===== config.mk =====
export PLATFORM = sky130hd
export DESIGN_NAME = standby_ctrl
export DESIGN_NICKNAME = d
export VERILOG_FILES = /design/src/rtl/standby_pkg.sv /design/src/rtl/standby_regs.sv /design/src/rtl/standby_wait_dec.sv /design/src/rtl/standby_fsm.sv /design/src/rtl/standby_ctrl.sv
export SDC_FILE = /design/constraint.sdc
export NUM_CORES = 1
export LEC_CHECK = 0
export ABC_AREA = 1
export ABC_CLOCK_PERIOD_IN_PS = 4700
export BUFFER_PORTS_ARGS = -buffer_cell sky130_fd_sc_hd__buf_4
export CORE_UTILIZATION = 28
export DETAILED_ROUTE_END_ITERATION = 10
export GPL_TIMING_DRIVEN = 1
export PLACE_DENSITY = 0.52
export SETUP_SLACK_MARGIN = 0.1
export SLEW_MARGIN = 0
export SYNTH_ARGS = -nofsm -noshare
export SYNTH_HDL_FRONTEND = slang
export SYNTH_SLANG_ARGS = --single-unit

===== constraint.sdc =====
create_clock -name clk_i -period 4.7 [get_ports clk_i]
set_input_delay 0.705 -clock clk_i [delete_from_list [all_inputs] [get_ports clk_i]]
set_output_delay 0.705 -clock clk_i [all_outputs]
set_load 0.02 [all_outputs]

===== src/rtl/standby_pkg.sv =====
package standby_pkg;
  typedef enum logic [1:0] {
    MODE_RUN   = 2'd0,
    MODE_SLEEP = 2'd1,
    MODE_STBY  = 2'd2,
    MODE_STAB  = 2'd3
  } pd_mode_e;

  typedef struct packed {
    logic       deep;
    logic [2:0] wsel;
    logic       hold;
  } pd_ctrl_t;

  localparam int unsigned CtrlW = 8;
endpackage


===== src/rtl/standby_regs.sv =====
module standby_regs
  import standby_pkg::*;
(
  input  logic             clk_i,
  input  logic             rst_ni,
  input  logic             we_i,
  input  logic [CtrlW-1:0] wdata_i,
  output pd_ctrl_t         ctrl_o,
  output logic [CtrlW-1:0] rdata_o
);
  pd_ctrl_t ctrl_q;

  always_ff @(posedge clk_i or negedge rst_ni) begin
    if (!rst_ni) begin
      ctrl_q <= '{deep: 1'b0, wsel: 3'd0, hold: 1'b1};
    end else if (we_i) begin
      ctrl_q <= pd_ctrl_t'(wdata_i[CtrlW-1:3]);
    end
  end

  assign ctrl_o  = ctrl_q;
  assign rdata_o = {ctrl_q, 3'b000};

  AST_REG_WRITE: assert property (@(posedge clk_i) disable iff (!rst_ni)
    we_i |=> (rdata_o[CtrlW-1:3] == $past(wdata_i[CtrlW-1:3])));
endmodule


===== src/rtl/standby_wait_dec.sv =====
module standby_wait_dec #(
  parameter int unsigned BASE_LOG2  = 13,
  parameter int unsigned SHORT_WAIT = 16,
  parameter int unsigned CNT_W      = BASE_LOG2 + 6
) (
  input  logic [2:0]       wsel_i,
  output logic [CNT_W-1:0] load_o
);
  localparam int unsigned MaxCode = 5;

  // load value is wait length minus one
  always_comb begin
    if (wsel_i == 3'd7) begin
      load_o = CNT_W'(SHORT_WAIT - 1);
    end else if (wsel_i > 3'(MaxCode)) begin
      load_o = (CNT_W'(1) << (BASE_LOG2 + MaxCode)) - CNT_W'(1);
    end else begin
      load_o = (CNT_W'(1) << (BASE_LOG2 + 32'(wsel_i))) - CNT_W'(1);
    end
  end
endmodule


===== src/rtl/standby_fsm.sv =====
module standby_fsm
  import standby_pkg::*;
#(
  parameter int unsigned CNT_W = 19
) (
  input  logic             clk_i,
  input  logic             rst_ni,
  input  logic             sleep_req_i,
  input  logic             wake_i,
  input  logic             deep_i,
  input  logic [CNT_W-1:0] load_i,
  output pd_mode_e         mode_o,
  output logic             done_o
);
  pd_mode_e         mode_q;
  logic [CNT_W-1:0] cnt_q;
  logic             done_q;

  always_ff @(posedge clk_i or negedge rst_ni) begin
    if (!rst_ni) begin
      mode_q <= MODE_RUN;
      cnt_q  <= '0;
      done_q <= 1'b0;
    end else begin
      done_q <= 1'b0;
      case (mode_q)
        MODE_RUN: begin
          if (sleep_req_i) begin
            if (deep_i) begin
              mode_q <= MODE_STBY;
              cnt_q  <= load_i;
            end else begin
              mode_q <= MODE_SLEEP;
            end
          end
        end
        MODE_SLEEP: begin
          if (wake_i) begin
            mode_q <= MODE_RUN;
            done_q <= 1'b1;
          end
        end
        MODE_STBY: begin
          if (wake_i) mode_q <= MODE_STAB;
        end
        MODE_STAB: begin
          if (cnt_q == '0) begin
            mode_q <= MODE_RUN;
            done_q <= 1'b1;
          end else begin
            cnt_q <= cnt_q - 1'b1;
          end
        end
        default: mode_q <= MODE_RUN;
      endcase
    end
  end

  assign mode_o = mode_q;
  assign done_o = done_q;

  AST_SLEEP_ENTRY: assert property (@(posedge clk_i) disable iff (!rst_ni)
    (mode_q == MODE_RUN && sleep_req_i && !deep_i) |=> (mode_q == MODE_SLEEP));
  AST_SLEEP_WAKE: assert property (@(posedge clk_i) disable iff (!rst_ni)
    (mode_q == MODE_SLEEP && wake_i) |=> (mode_q == MODE_RUN && done_q));
  AST_STBY_ENTRY: assert property (@(posedge clk_i) disable iff (!rst_ni)
    (mode_q == MODE_RUN && sleep_req_i && deep_i) |=> (mode_q == MODE_STBY));
  AST_STBY_KEEP: assert property (@(posedge clk_i) disable iff (!rst_ni)
    (mode_q == MODE_STBY && !wake_i) |=> (mode_q == MODE_STBY && $stable(cnt_q)));
  AST_STAB_COUNT: assert property (@(posedge clk_i) disable iff (!rst_ni)
    (mode_q == MODE_STAB && cnt_q != '0) |=> (mode_q == MODE_STAB && cnt_q == $past(cnt_q) - 1'b1));
  AST_DONE_PULSE: assert property (@(posedge clk_i) disable iff (!rst_ni)
    done_q |=> !done_q);
endmodule


===== src/rtl/standby_ctrl.sv =====
module standby_ctrl
  import standby_pkg::*;
#(
  parameter int unsigned BASE_LOG2  = 13,
  parameter int unsigned SHORT_WAIT = 16
) (
  input  logic       clk_i,
  input  logic       rst_ni,
  input  logic       reg_we_i,
  input  logic [7:0] reg_wdata_i,
  output logic [7:0] reg_rdata_o,
  input  logic       sleep_req_i,
  input  logic       wake_i,
  output logic       clk_en_o,
  output logic       bus_float_o,
  output logic [1:0] mode_o,
  output logic       wake_done_o
);
  localparam int unsigned CntW = BASE_LOG2 + 6;

  pd_ctrl_t        ctrl;
  logic [CntW-1:0] load;
  pd_mode_e        mode;
  logic            gated;

  standby_regs u_regs (
    .clk_i   (clk_i),
    .rst_ni  (rst_ni),
    .we_i    (reg_we_i),
    .wdata_i (reg_wdata_i),
    .ctrl_o  (ctrl),
    .rdata_o (reg_rdata_o)
  );

  standby_wait_dec #(
    .BASE_LOG2  (BASE_LOG2),
    .SHORT_WAIT (SHORT_WAIT),
    .CNT_W      (CntW)
  ) u_dec (
    .wsel_i (ctrl.wsel),
    .load_o (load)
  );

  standby_fsm #(
    .CNT_W (CntW)
  ) u_fsm (
    .clk_i       (clk_i),
    .rst_ni      (rst_ni),
    .sleep_req_i (sleep_req_i),
    .wake_i      (wake_i),
    .deep_i      (ctrl.deep),
    .load_i      (load),
    .mode_o      (mode),
    .done_o      (wake_done_o)
  );

  assign gated       = (mode == MODE_STBY) || (mode == MODE_STAB);
  assign clk_en_o    = !gated;
  assign bus_float_o = gated && !ctrl.hold;
  assign mode_o      = mode;
endmodule


Word level (Yosys, flattened, before mapping)
Index checks and enable logic that the tools add are counted.
Storage, ports and cells
  bits in registers: 27
  input bits: 13
  output and inout bits: 13
  logic and storage cells: 45
Operators by class
  shift operators: 1
  muxes and demuxes: 15
  $lt $le $gt $ge: 1
  $add $sub $neg: 3
  reduce and logical (&&, ||, !) cells: 9
  equality and inequality tests: 10
Operator list (count)
  two-way mux 19 bit: 5
  one-hot mux 19 bit (2 select lines): 1
  left shift 1 x 32 -> 19 bit, first input constant: 1
  logical NOT 19 bit: 1
  subtractor 19 x 1 -> 19 bit, second input constant: 1
  subtractor 19 x 2 -> 19 bit, second input constant: 1
  two-way mux 2 bit: 5
  != test 2 bit, second input constant: 5
  one-hot mux 2 bit (4 select lines): 1
  AND reduction 4 bit: 2
  adder 4 x 3 -> 5 bit, first input constant: 1
  equality test 2 bit, second input constant: 2
  equality test 3 bit, second input constant: 1
  greater-than comparator 3 bit, second input constant: 1
  equality test 2 x 1 -> 1 bit, second input constant: 1
  logical NOT 1 bit: 2
  logical NOT 2 bit: 1
  two-way mux 1 bit: 2
  != test 2 x 1 -> 1 bit, second input constant: 1
  one-hot mux 1 bit (2 select lines): 1
  nonzero test 2 bit: 1
  logical AND 1 bit: 1
  logical OR 1 bit: 1

Longest topological paths before layout
  depth after elaboration: 8
  mapped depth: 15
  mapped depth without buffers: 15

Modules after synthesis
A second synthesis with hierarchy kept.
Unflattened totals
  cells, all modules: 459
  area, all modules: 2856.5 um2
Modules (own cells, without submodules)
  standby_fsm: sequential area each 550.5 um2, times used 1, area an instance 1744.2 um2, cells an instance 260
  standby_wait_dec: sequential area each 0.0 um2, times used 1, area an instance 852.1 um2, cells an instance 167
  standby_regs: sequential area each 126.4 um2, times used 1, area an instance 250.2 um2, cells an instance 30
  standby_ctrl: sequential area each 0.0 um2, times used 1, area an instance 10.0 um2, cells an instance 2

Least setup slack after synthesis
Ideal clock, no wire load.
  kind: flip-flop to flip-flop
  start: reg u_regs.ctrl_q (netlist bit u_regs.ctrl_o[2])
  end: reg u_fsm.cnt_q[8]
  cell stages (with the launch flop): 16
  setup time: 0.121 ns
  data arrival time: 2.096 ns
  buffers on the path: 0
  data required time: 4.579 ns
  setup slack: 2.483 ns
  period minus slack after synthesis: 2.217 ns
  path through: dfrtp_1 > nand2_2 > inv_1 > ha_1 > inv_1 > nor2_1 > nand2_1 > ha_1 > nand2_1 > nor2_2 > nand2_1 > nand2_1 > nand2_1 > o21ai_1 > nand2_1 > o21ai_1
Between the ends
  longest elaborated chain between the ends: 8
  elaborated cells between the ends (all ways): 10
  those cells by class: 2 x add/sub; 1 x order compare; 1 x eq/ne; 1 x shift; 5 x mux
Ends and longest elaborated chain
  from (decl): RTL line standby_regs.sv:11  | pd_ctrl_t ctrl_q;
  from (signal assigned): RTL line standby_regs.sv:15  | ctrl_q <= '{deep: 1'b0, wsel: 3'd0, hold: 1'b1};
  from (signal assigned): RTL line standby_regs.sv:17  | ctrl_q <= pd_ctrl_t'(wdata_i[CtrlW-1:3]);
  adder 4 x 3 -> 5 bit: RTL line standby_wait_dec.sv:18  | load_o = (CNT_W'(1) << (BASE_LOG2 + 32'(wsel_i))) - CNT_W'(1);
  left shift 1 x 32 -> 19 bit: RTL line standby_wait_dec.sv:18
  subtractor 19 x 2 -> 19 bit: RTL line standby_wait_dec.sv:18
  two-way mux 19 bit: RTL line standby_wait_dec.sv:15  | end else if (wsel_i > 3'(MaxCode)) begin
  two-way mux 19 bit (*): RTL line standby_wait_dec.sv:13  | if (wsel_i == 3'd7) begin
  two-way mux 19 bit (*): RTL line standby_fsm.sv:29  | if (deep_i) begin
  two-way mux 19 bit (*): RTL line standby_fsm.sv:28  | if (sleep_req_i) begin
  one-hot mux 19 bit (2 select lines) (*): RTL line standby_fsm.sv:26  | case (mode_q)
  to (signal assigned): RTL line standby_fsm.sv:31  | cnt_q <= load_i;
  to (signal assigned): RTL line standby_fsm.sv:51  | cnt_q <= cnt_q - 1'b1;
  to (decl): RTL line standby_fsm.sv:16  | logic [CNT_W-1:0] cnt_q;
Every way passes the cells marked *; elsewhere a longest branch is shown, timed or not. The select of a mux whose other input is x is not followed.
A chain may end at the register's enable or synchronous reset.

Final worst setup path
  start: reg u_fsm.mode_q[1], in the netlist u_fsm.mode_o[1]
  end: reg u_fsm.cnt_q[3]
Between the ends
  longest elaborated chain between the ends: 3
  elaborated cells between the ends (all ways): 8
  those cells by class: 4 x eq/ne; 1 x mux; 3 x reduce/logical
Ends and longest elaborated chain
  from (decl): RTL line standby_fsm.sv:15  | pd_mode_e mode_q;
  from (signal assigned): RTL line standby_fsm.sv:21  | mode_q <= MODE_RUN;
  from (signal assigned): RTL line standby_fsm.sv:30  | mode_q <= MODE_STBY;
  from (signal assigned): RTL line standby_fsm.sv:33  | mode_q <= MODE_SLEEP;
  equality test 2 bit or logical NOT 2 bit (tied branches): RTL line standby_fsm.sv:26
  != test 2 bit (no source line) or nonzero test 2 bit (tied branches)
  AND reduction 4 bit (no source line)
Several ways; a longest one is shown, not always the timed one.

==> metrics.csv <==
stage,metric,value,unit
status,status,"complete, no violations",
route,drtAntennaViolNets,0,
setup_path,required,4.86,ns
power_and_ir_drop,sw_frac_of_total,34.83,%
clock_network,cts_max_level,1,
timing,setup_viol,0,
clock_network,clk-insertion-delay-late,0.28,ns
route,top_layer,met4,
floorplan,rows,32,
clock_network,cts_tree,built,
yosys,yosysMostFrequentCell,nand2_1,
min_path,hold_path_class,input port to async pin,
power_and_ir_drop,cellLeakagePower,1.291,nW
yosys,synth_cell_types,32,
timing,rsz0062_at_grt,false,
route,drt-total-wl,6.025,mm
route,wl_per_cell,12.27,microns
route,dr.pass1.iters,5,
yosys,syn_inst,376,
power_and_ir_drop,intPower,0.3460,mW
yosys,synthDominantCellAreaShare,28.29,%
timing,slew_headroom,32.26,%
yosys,ys_warn_count,0,
power_and_ir_drop,fin_total_pwr,0.5310,mW
floorplan,fp.dieW,92.63,microns
place,place_congestion,0.9604,
floorplan,core_area,0.007848,sq mm
global_route,track_usage,15.09,%
clock_network,postCtsSetupBuffers,0,
global_route,antenna_found_initial,0,
global_route,grt_pass1_vias,2186,
yosys,synth_common_cells,"nand2_1 (96), nor2_1 (66), inv_1 (47), nand3_1 (34)",
yosys,synth_seq_area_share,29.43,%
timing,finalSetupTns,0,ns
floorplan,die_h,92.63,microns
timing,hold_violations,0,
floorplan,initial_core_util,29.30,%
power_and_ir_drop,seq_power_share,45.7,%
yosys,ys.flop_type,dfrtp_1,
setup_path,critPathLaunchType,flip-flop,
power_and_ir_drop,power_switching,0.1849,mW
route,drc,0,
power_and_ir_drop,p_clk_share,26.0,%
yosys,mappedNetlistArea,0.002300,sq mm
clock_network,cts_root_buf,clkbuf_8,
power_and_ir_drop,ir_drop,0.1146,mV
setup_path,critPathKind,flip-flop to flip-flop,
finish,n_antenna_cell,0,
finish,drive_above_1_share,9.512,%
place,dp_hpwl,4.694,mm
yosys,synth-seq-cells,27,
setup_path,critPathArrivalTime,2.85,ns
finish,multi_input_area,0.001371,sq mm
setup_path,worst_setup_path_end_kind,flip-flop,
timing,finalCritPeriodShare,57.24,%
finish,n_fill_cell,910,
finish,seq_area,676.9,sq um
clock_network,cts.clk_slew.worst_paths,0.10,ns
timing,skew,0.004285,ns
global_route,grt_start_max_net_pins,35,
route,wl_met1,2.913,mm
run,maxCapViolCount,0,
finish,area_growth,10.83,%
floorplan,boundaryPins,26,
timing,slew_violations,0,
clock_network,clock-sinks,27,
global_route,grt_first_pass_wirelength,10.36,mm
clock_network,cts_made_buffers,3,
power_and_ir_drop,pwr_density_cell,208.3,mW/mm^2
route,avgViaCountPerCell,4.847,
yosys,synth_top_cell_by_area,dfrtp_1,
timing,worst_pin_slew,1.012,ns
floorplan,die_area,0.008579,sq mm
route,routed-wl-met3,264,microns
timing,period_needed,2.690,ns
global_route,grt-ovfl-total,0,
setup_path,cp_max_fo,15,
finish,fin_nets,407,
route,drt_first_iter_violations,125,
timing,fmax,371.7,MHz
yosys,synth.area.top_cells,"dfrtp_1 (28%), nand2_1 (16%), nor2_1 (11%)",
route,wl_met2,2.788,mm
clock_network,post_cts_resized,0,
power_and_ir_drop,pwr-share-comb,28.3,%
yosys,synth_area_per_cell,6.116,sq um
place,io_buffer_count,19,
clock_network,clk_path_buf_depth,2,
clock_network,cts_hold_buf,0,
yosys,async_flop_share,100.0,%
route,vias,2380,
yosys,synth_edf_count,0,
layout make-up:
cell class	instances	share of cell area [%]
well taps	102	5.007
clock inverters	1	0.1964
clock buffers	3	1.620
multi-input cells	290	53.80
inverters	49	7.216
flip-flops and latches	27	26.56
repair buffers	19	5.596
power by group through the flow:
stage	clock [mW]	combinational, mW	sequential [mW]
floorplan	0	0.106	0.250
global placement	0	0.150	0.247
detailed placement	0	0.150	0.247
CTS	0.147	0.150	0.243
global route	0.155	0.171	0.243
finish	0.138	0.150	0.242
critical path, cell delays in order (launching register included):
cell and delay [ns]:
dfrtp_1 0.43, nand2_1 0.30, inv_1 0.32, nor2_1 0.85, nand2_1 0.16, inv_1 0.17
o21ai_0 0.13, o311ai_0 0.10, o21ai_1 0.11
placed cells by master (no fill, tap or decap), types with 2 or more instances in the layout:
cell and n:
nand2_1 96, nor2_1 66, inv_1 47, nand3_1 34, a21oi_1 26, dfrtp_1 26
buf_4 19, o21ai_0 16, o21ai_1 6, nand4_1 5, xor2_1 5, nand2_2 4
nor2_2 4, nor3_1 4, xnor2_1 4, ha_1 4, o221ai_1 3, conb_1 3
clkbuf_8 3, a31oi_1 2, inv_2 2
state kept, by name, indices dropped and copies added (netlist names):
signal and flops:
u_fsm.done_o 1, u_fsm.mode_o 2, u_regs.ctrl_o 5, u_fsm.cnt_q 19
through the flow:
step / utilization [%] / worst slack [ns] / cell area (sq um) / std cells / hold WS, ns
final: 32.48 / 2.010 / 2549 / 491 / 0.3359
after global routing: 32.48 / 1.746 / 2549 / 491 / 0.3542
after CTS: 32.48 / 1.957 / 2549 / 491 / 0.3425
after detailed placement: 31.89 / 1.982 / 2502 / 487 / 0.5468
after global placement: 31.89 / 1.972 / 2502 / 487 / 0.5448
after floorplan: - / 2.483 / 2307 / 378 / 0.4094
per-layer routing:
layer	GRT usage, %	vias to the layer above
li1	-	1222
met1	21.07	1090
met2	24.51	62
met3	2.299	6
met4	3.333	0
met5	0	-
cell families after synthesis:
family                     count (synthesis)  share of synthesized area [%]
other                                      1                         0.1631
muxes                                      1                         0.4896
and+or+nand+nor                          215                          39.17
xor gates and xnor gates                   9                          3.427
buffers and inverters                     61                          11.26
DFF                                       27                          29.43
AOI/OAI and AO/OA                         58                          13.87
adders and majority gates                  4                          2.176
path summary, 6_finish.rpt:
check / from / end / slack (ns) / depth (start not counted)
min in group clk_i: u_fsm.cnt_q[18]$_DFFE_PN0P_ / u_fsm.cnt_q[18]$_DFFE_PN0P_ / 0.57 / 2
min: rst_ni / u_fsm.cnt_q[14]$_DFFE_PN0P_ / 0.34 / 1
max in group asynchronous: rst_ni / u_regs.ctrl_o[0]$_DFFE_PN1P_ / 4.04 / 1
min reg2reg: u_fsm.cnt_q[18]$_DFFE_PN0P_ / u_fsm.cnt_q[18]$_DFFE_PN0P_ / 0.57 / 2
max: u_fsm.mode_o[1]$_DFFE_PN0P_ / u_fsm.cnt_q[3]$_DFFE_PN0P_ / 2.01 / 8
max reg2reg: u_fsm.mode_o[1]$_DFFE_PN0P_ / u_fsm.cnt_q[3]$_DFFE_PN0P_ / 2.01 / 8
Note: power is estimated with default switching activity, not from simulation.
